**src/rtl/selio_pkg.sv**
```systemverilog
package selio_pkg;

  localparam int IO_CODE_W = 3;
  localparam int NUM_CODES = 1 << IO_CODE_W;

  typedef enum logic [1:0] {
    ST_FETCH = 2'b00,
    ST_EXEC  = 2'b01,
    ST_DMA   = 2'b10,
    ST_INTR  = 2'b11
  } cpuState_e;

  // Strobes from the control decode to the datapath.
  typedef struct packed {
    logic                 selWrite;
    logic                 outPulse;
    logic                 inPulse;
    logic                 dmaPulse;
    logic [IO_CODE_W-1:0] code;
  } ioCtl_t;

endpackage

```
**src/rtl/selio_ctrl.sv**
```systemverilog
module selio_ctrl
  import selio_pkg::*;
#(
  parameter logic [IO_CODE_W-1:0] SEL_CODE = 3'd1
) (
  input  logic [IO_CODE_W-1:0] ioCode,
  input  logic                 memRead,
  input  logic [1:0]           stateCode,
  input  logic                 tpb,
  output ioCtl_t               ctl
);

  logic execStrobe;
  logic transfer;
  logic isSelect;

  always_comb begin
    execStrobe = tpb && (stateCode == ST_EXEC);
    transfer   = execStrobe && (ioCode != '0);
    isSelect   = transfer && memRead && (ioCode == SEL_CODE);

    ctl.selWrite = isSelect;
    ctl.outPulse = transfer && memRead && !isSelect;
    ctl.inPulse  = transfer && !memRead;
    ctl.dmaPulse = tpb && (stateCode == ST_DMA);
    ctl.code     = ioCode;
  end

endmodule

```
**src/rtl/selio_dpath.sv**
```systemverilog
module selio_dpath
  import selio_pkg::*;
#(
  parameter int                DATA_W = 8,
  parameter int                FLAG_W = 4,
  parameter logic [DATA_W-1:0] DEV_ID = 8'h3C
) (
  input  logic                 clk,
  input  logic                 rst_n,
  input  ioCtl_t               ctl,
  input  logic [DATA_W-1:0]    dataBus,
  input  logic [FLAG_W-1:0]    devFlags,
  output logic                 selected,
  output logic [NUM_CODES-1:0] outStrobe,
  output logic [NUM_CODES-1:0] inStrobe,
  output logic [DATA_W-1:0]    outData,
  output logic [FLAG_W-1:0]    flagOut,
  output logic                 dmaStrobe
);

  logic [NUM_CODES-1:0] codeOneHot;
  logic                 idMatch;
  logic                 outAccept;
  logic                 inAccept;

  for (genvar i = 0; i < NUM_CODES; i++) begin : g_dec
    assign codeOneHot[i] = (ctl.code == IO_CODE_W'(i));
  end

  for (genvar f = 0; f < FLAG_W; f++) begin : g_flag
    assign flagOut[f] = selected & devFlags[f];
  end

  assign idMatch   = (dataBus == DEV_ID);
  assign outAccept = ctl.outPulse && selected;
  assign inAccept  = ctl.inPulse && selected;

  always_ff @(posedge clk) begin
    if (!rst_n) begin
      selected  <= 1'b0;
      outStrobe <= '0;
      inStrobe  <= '0;
      outData   <= '0;
      dmaStrobe <= 1'b0;
    end else begin
      if (ctl.selWrite) selected <= idMatch;
      outStrobe <= outAccept ? codeOneHot : '0;
      inStrobe  <= inAccept ? codeOneHot : '0;
      if (outAccept) outData <= dataBus;
      dmaStrobe <= ctl.dmaPulse;
    end
  end

endmodule

```
**src/rtl/selio_dev_select.sv**
```systemverilog
module selio_dev_select
  import selio_pkg::*;
#(
  parameter int                   DATA_W   = 8,
  parameter int                   FLAG_W   = 4,
  parameter logic [DATA_W-1:0]    DEV_ID   = 8'h3C,
  parameter logic [IO_CODE_W-1:0] SEL_CODE = 3'd1
) (
  input  logic                 clk,
  input  logic                 rst_n,
  input  logic [IO_CODE_W-1:0] ioCode,
  input  logic                 memRead,
  input  logic [1:0]           stateCode,
  input  logic                 tpb,
  input  logic [DATA_W-1:0]    dataBus,
  input  logic [FLAG_W-1:0]    devFlags,
  output logic                 selected,
  output logic [NUM_CODES-1:0] outStrobe,
  output logic [NUM_CODES-1:0] inStrobe,
  output logic [DATA_W-1:0]    outData,
  output logic [FLAG_W-1:0]    flagOut,
  output logic                 dmaStrobe
);

  ioCtl_t ctl;

  selio_ctrl #(.SEL_CODE(SEL_CODE)) ctrl_i (
    .ioCode    (ioCode),
    .memRead   (memRead),
    .stateCode (stateCode),
    .tpb       (tpb),
    .ctl       (ctl)
  );

  selio_dpath #(.DATA_W(DATA_W), .FLAG_W(FLAG_W), .DEV_ID(DEV_ID)) dpath_i (
    .clk       (clk),
    .rst_n     (rst_n),
    .ctl       (ctl),
    .dataBus   (dataBus),
    .devFlags  (devFlags),
    .selected  (selected),
    .outStrobe (outStrobe),
    .inStrobe  (inStrobe),
    .outData   (outData),
    .flagOut   (flagOut),
    .dmaStrobe (dmaStrobe)
  );

endmodule

```
**config.mk**
```make
export PLATFORM = sky130hd
export DESIGN_NAME = selio_dev_select
export DESIGN_NICKNAME = d
export VERILOG_FILES = /design/src/rtl/selio_pkg.sv /design/src/rtl/selio_ctrl.sv /design/src/rtl/selio_dpath.sv /design/src/rtl/selio_dev_select.sv
export SDC_FILE = /design/constraint.sdc
export NUM_CORES = 1
export LEC_CHECK = 0
export BUFFER_PORTS_ARGS = -buffer_cell sky130_fd_sc_hd__buf_2
export CAP_MARGIN = 20
export CORE_MARGIN = 2
export CORE_UTILIZATION = 40
export DETAILED_ROUTE_END_ITERATION = 16
export GPL_TIMING_DRIVEN = 0
export PLACE_DENSITY = 0.79
export SKIP_CTS_REPAIR_TIMING = 1
export SLEW_MARGIN = 40
export SYNTH_ARGS = -nofsm -noshare
export SYNTH_HDL_FRONTEND = slang
export SYNTH_HIERARCHICAL = 1
export SYNTH_SLANG_ARGS = --single-unit
export TNS_END_PERCENT = 50
```
**constraint.sdc**
```tcl
create_clock -name clk -period 3.8 [get_ports clk]
set_input_delay 0.19 -clock clk [delete_from_list [all_inputs] [get_ports clk]]
set_output_delay 0.19 -clock clk [all_outputs]
set_load 0.03 [all_outputs]
```
==> flow_summary.toml <==
[timing]
fin_skew_ns = 0.0101
maxSlewViolCount = 0
fmax_mhz = 618
rsz0062_at_grt = "no"
hold_ws_ns = 0.131
period_share = 0.426
hold_viol = 0
layout_min_cycle_time_ns = 1.62
tightest_slew_ns = 0.398
slew_headroom = 0.735
finalSetupTns_ns = 0
finalSetupViolations = 0

[yosys]
synth_cells = 104
avgSynthCellArea_um2 = 9.71
yosys-top-cells-area = "dfxtp_1 52%, o21a_1 5.9%, a21boi_0 5.2%, nor3_1 5.0%, and3_1 4.3%"
synth-main-ff-cell = "dfxtp_1"
async_reset_ff_frac = 0
synthSimpleGateAreaFrac = 0.297
ys_types = 21
synth_top_family_by_area = "simple AND/OR/NAND/NOR gates"
synth-seq-area-share = 0.515
synth_top_cells_by_count = "26 x dfxtp_1, 10 x nor3_1, 8 x o21a_1"
yosys_warnings = 6
synth_top_area_frac = 0.515
synth_compound_area_frac = 0.131
synth_most_common_cell = "dfxtp_1"
synth_adder_area_share = 0
synth-edff-count = 0
ys_ff_latch = 26
syn-num-nets = 125
synthMuxAreaShare = 0
synth_area_um2 = 1010
yosys.area.top_type = "dfxtp_1"
synth-xor-area-share = 0

[place]
place_congestion = 0.735
portBuffers = 50
dpl.hpwl_mm = 1.72
placed_cells = 184

[cts]
cts-root-buf = "clkbuf_4"
clock_latency_ns = 0.32
clockBufferDepth = 2
numCtsBuffers = 3
cts_sinks = 26
clk_pin_slew_worst_paths_ns = 0.14
htree_levels = 1
cts_tree = "yes"

[route]
wl_per_cell_um = 11.2
ant_nets = 0
wl_mm = 2.10
drtIter0Drc = 3
drc = 0
vias = 900
vias_per_cell = 4.79
drt_first_pass_iters = 3

[pwr]
pwr_density_cell_nw_per_um2 = 361
peakVddDrop_v = 0.000312
power_uw = 488
p_leak_uw = 0.000655

[global_routing]
grt_max_degree = 16
grt_pass1_vias = 774
grt_pass1_wl_mm = 3.11
antenna_found_initial = 0
grtUsageTotal = 0.147
overflow = 0

[critical_path]
cp-start-kind = "flip-flop"
cp_data_required_time_ns = 3.61
r2r_slack_ns = 2.60
critPathKind = "flip-flop to primary output"
worstPathArrival_ns = 1.43
crit_start = "dpath_i/selected"
critPathCaptureType = "primary output"
reg2reg_from = "dpath_i/selected"
crit_end = "flagOut[0]"
reg2reg_depth = 3
cp_max_fo = 10
rr_endpoint = "dpath_i/outData[0]"

[final_layout]
nets = 180
fin_cells = 188
drive_above_1_share = 0.392
syn_to_final_growth_pct = 33.7
antennaDiodeCount = 0

[floorplanning]
dieArea_um2 = 2940
core_um2 = 2430
start_util = 0.415
num_rows = 18
die_height_um = 54.2
ios = 51
die_w_um = 54.2

[run]
drv_cap = 0

[status]
status = "finished, final reports clean"

[worst_hold_path]
hold_class = "input port to flip-flop"
[critical path: stages, from the launching register on]
cell	delay, ns
dfxtp_1	0.44
clkbuf_1	0.31
and2_1	0.17
buf_2	0.19
[how the worst min path moves through the flow]
| stage | startpoint | to | slack [ns] | cells past startpoint |
|---|---|---|---|---|
| 2_1_floorplan | dataBus[2] | dpath_i/selected | 0.35 | 2 |
| 3_3_place_gp | dataBus[2] | dpath_i/selected | 0.48 | 3 |
| 3_5_place_dp | dataBus[2] | dpath_i/selected | 0.48 | 3 |
| 4_1_cts | dataBus[2] | dpath_i/selected | 0.12 | 3 |
| 5_1_grt | dataBus[1] | dpath_i/selected | 0.14 | 3 |
| 6_report | dataBus[2] | dpath_i/selected | 0.13 | 3 |
[sequential cells by signal (all words and copies together), names as in the netlist]
| register | flops |
|---|---|
| dpath_i/inStrobe | 8 |
| dpath_i/outData | 8 |
| dpath_i/outStrobe | 8 |
| dpath_i/dmaStrobe | 1 |
| dpath_i/selected | 1 |
[through the flow]
stage / util / cell area (um2) / worst slack (ns)
2_1_floorplan: - / 1010 / 2.32
3_3_place_gp: 0.533 / 1300 / 2.12
3_5_place_dp: 0.533 / 1300 / 2.10
4_1_cts: 0.555 / 1350 / 2.16
5_1_grt: 0.555 / 1350 / 2.04
6_report: 0.555 / 1350 / 2.18
[cell type report]
type	count	area [um2]
Timing Repair Buffer	50	250
Fill cell	233	1080
Buffer	11	56.3
Tap cell	30	37.5
Multi-Input combinational cell	67	433
Clock buffer	3	22.5
Clock inverter	1	30.0
Sequential cell	26	520
[cell families (layout without fill, tap and decap cells)]
group | Yosys count | in the layout
AOI/OAI and AO/OA | 17 | 17
buffers and inverters | 11 | 65
and+or+nand+nor | 50 | 50
DFF | 26 | 26
[power by group]
part           internal [uW]  leakage, uW  switching [uW]
registers                273     0.000209          0.0434
clock network            107    0.0000279            77.4
logic                   14.2     0.000417            16.6
[layer usage]
metal	global-route usage	vias to the layer above	routed length, um
li1	-	470	-
met1	0.155	389	885
met2	0.273	37	1020
met3	0.0519	4	173
met4	0.0417	0	23
met5	0	-	0
[cell usage in the layout, fill, tap and decap left out, types with 3 or more instances in the layout]
| cell type | netlist | final |
|---|---|---|
| dfxtp_1 | 26 | 26 |
| nand2_1 | 4 | 4 |
| o21a_1 | 8 | 8 |
| buf_2 | 0 | 50 |
| and2_1 | 5 | 5 |
| buf_4 | 4 | 4 |
| nor3_1 | 10 | 10 |
| nand3b_1 | 3 | 3 |
| clkbuf_4 | 0 | 3 |
| nor2_1 | 7 | 7 |
| and3_1 | 7 | 7 |
| a21boi_0 | 7 | 7 |
| clkbuf_1 | 7 | 7 |
| nand3_1 | 3 | 3 |
Power figures use the tool's default switching activity.
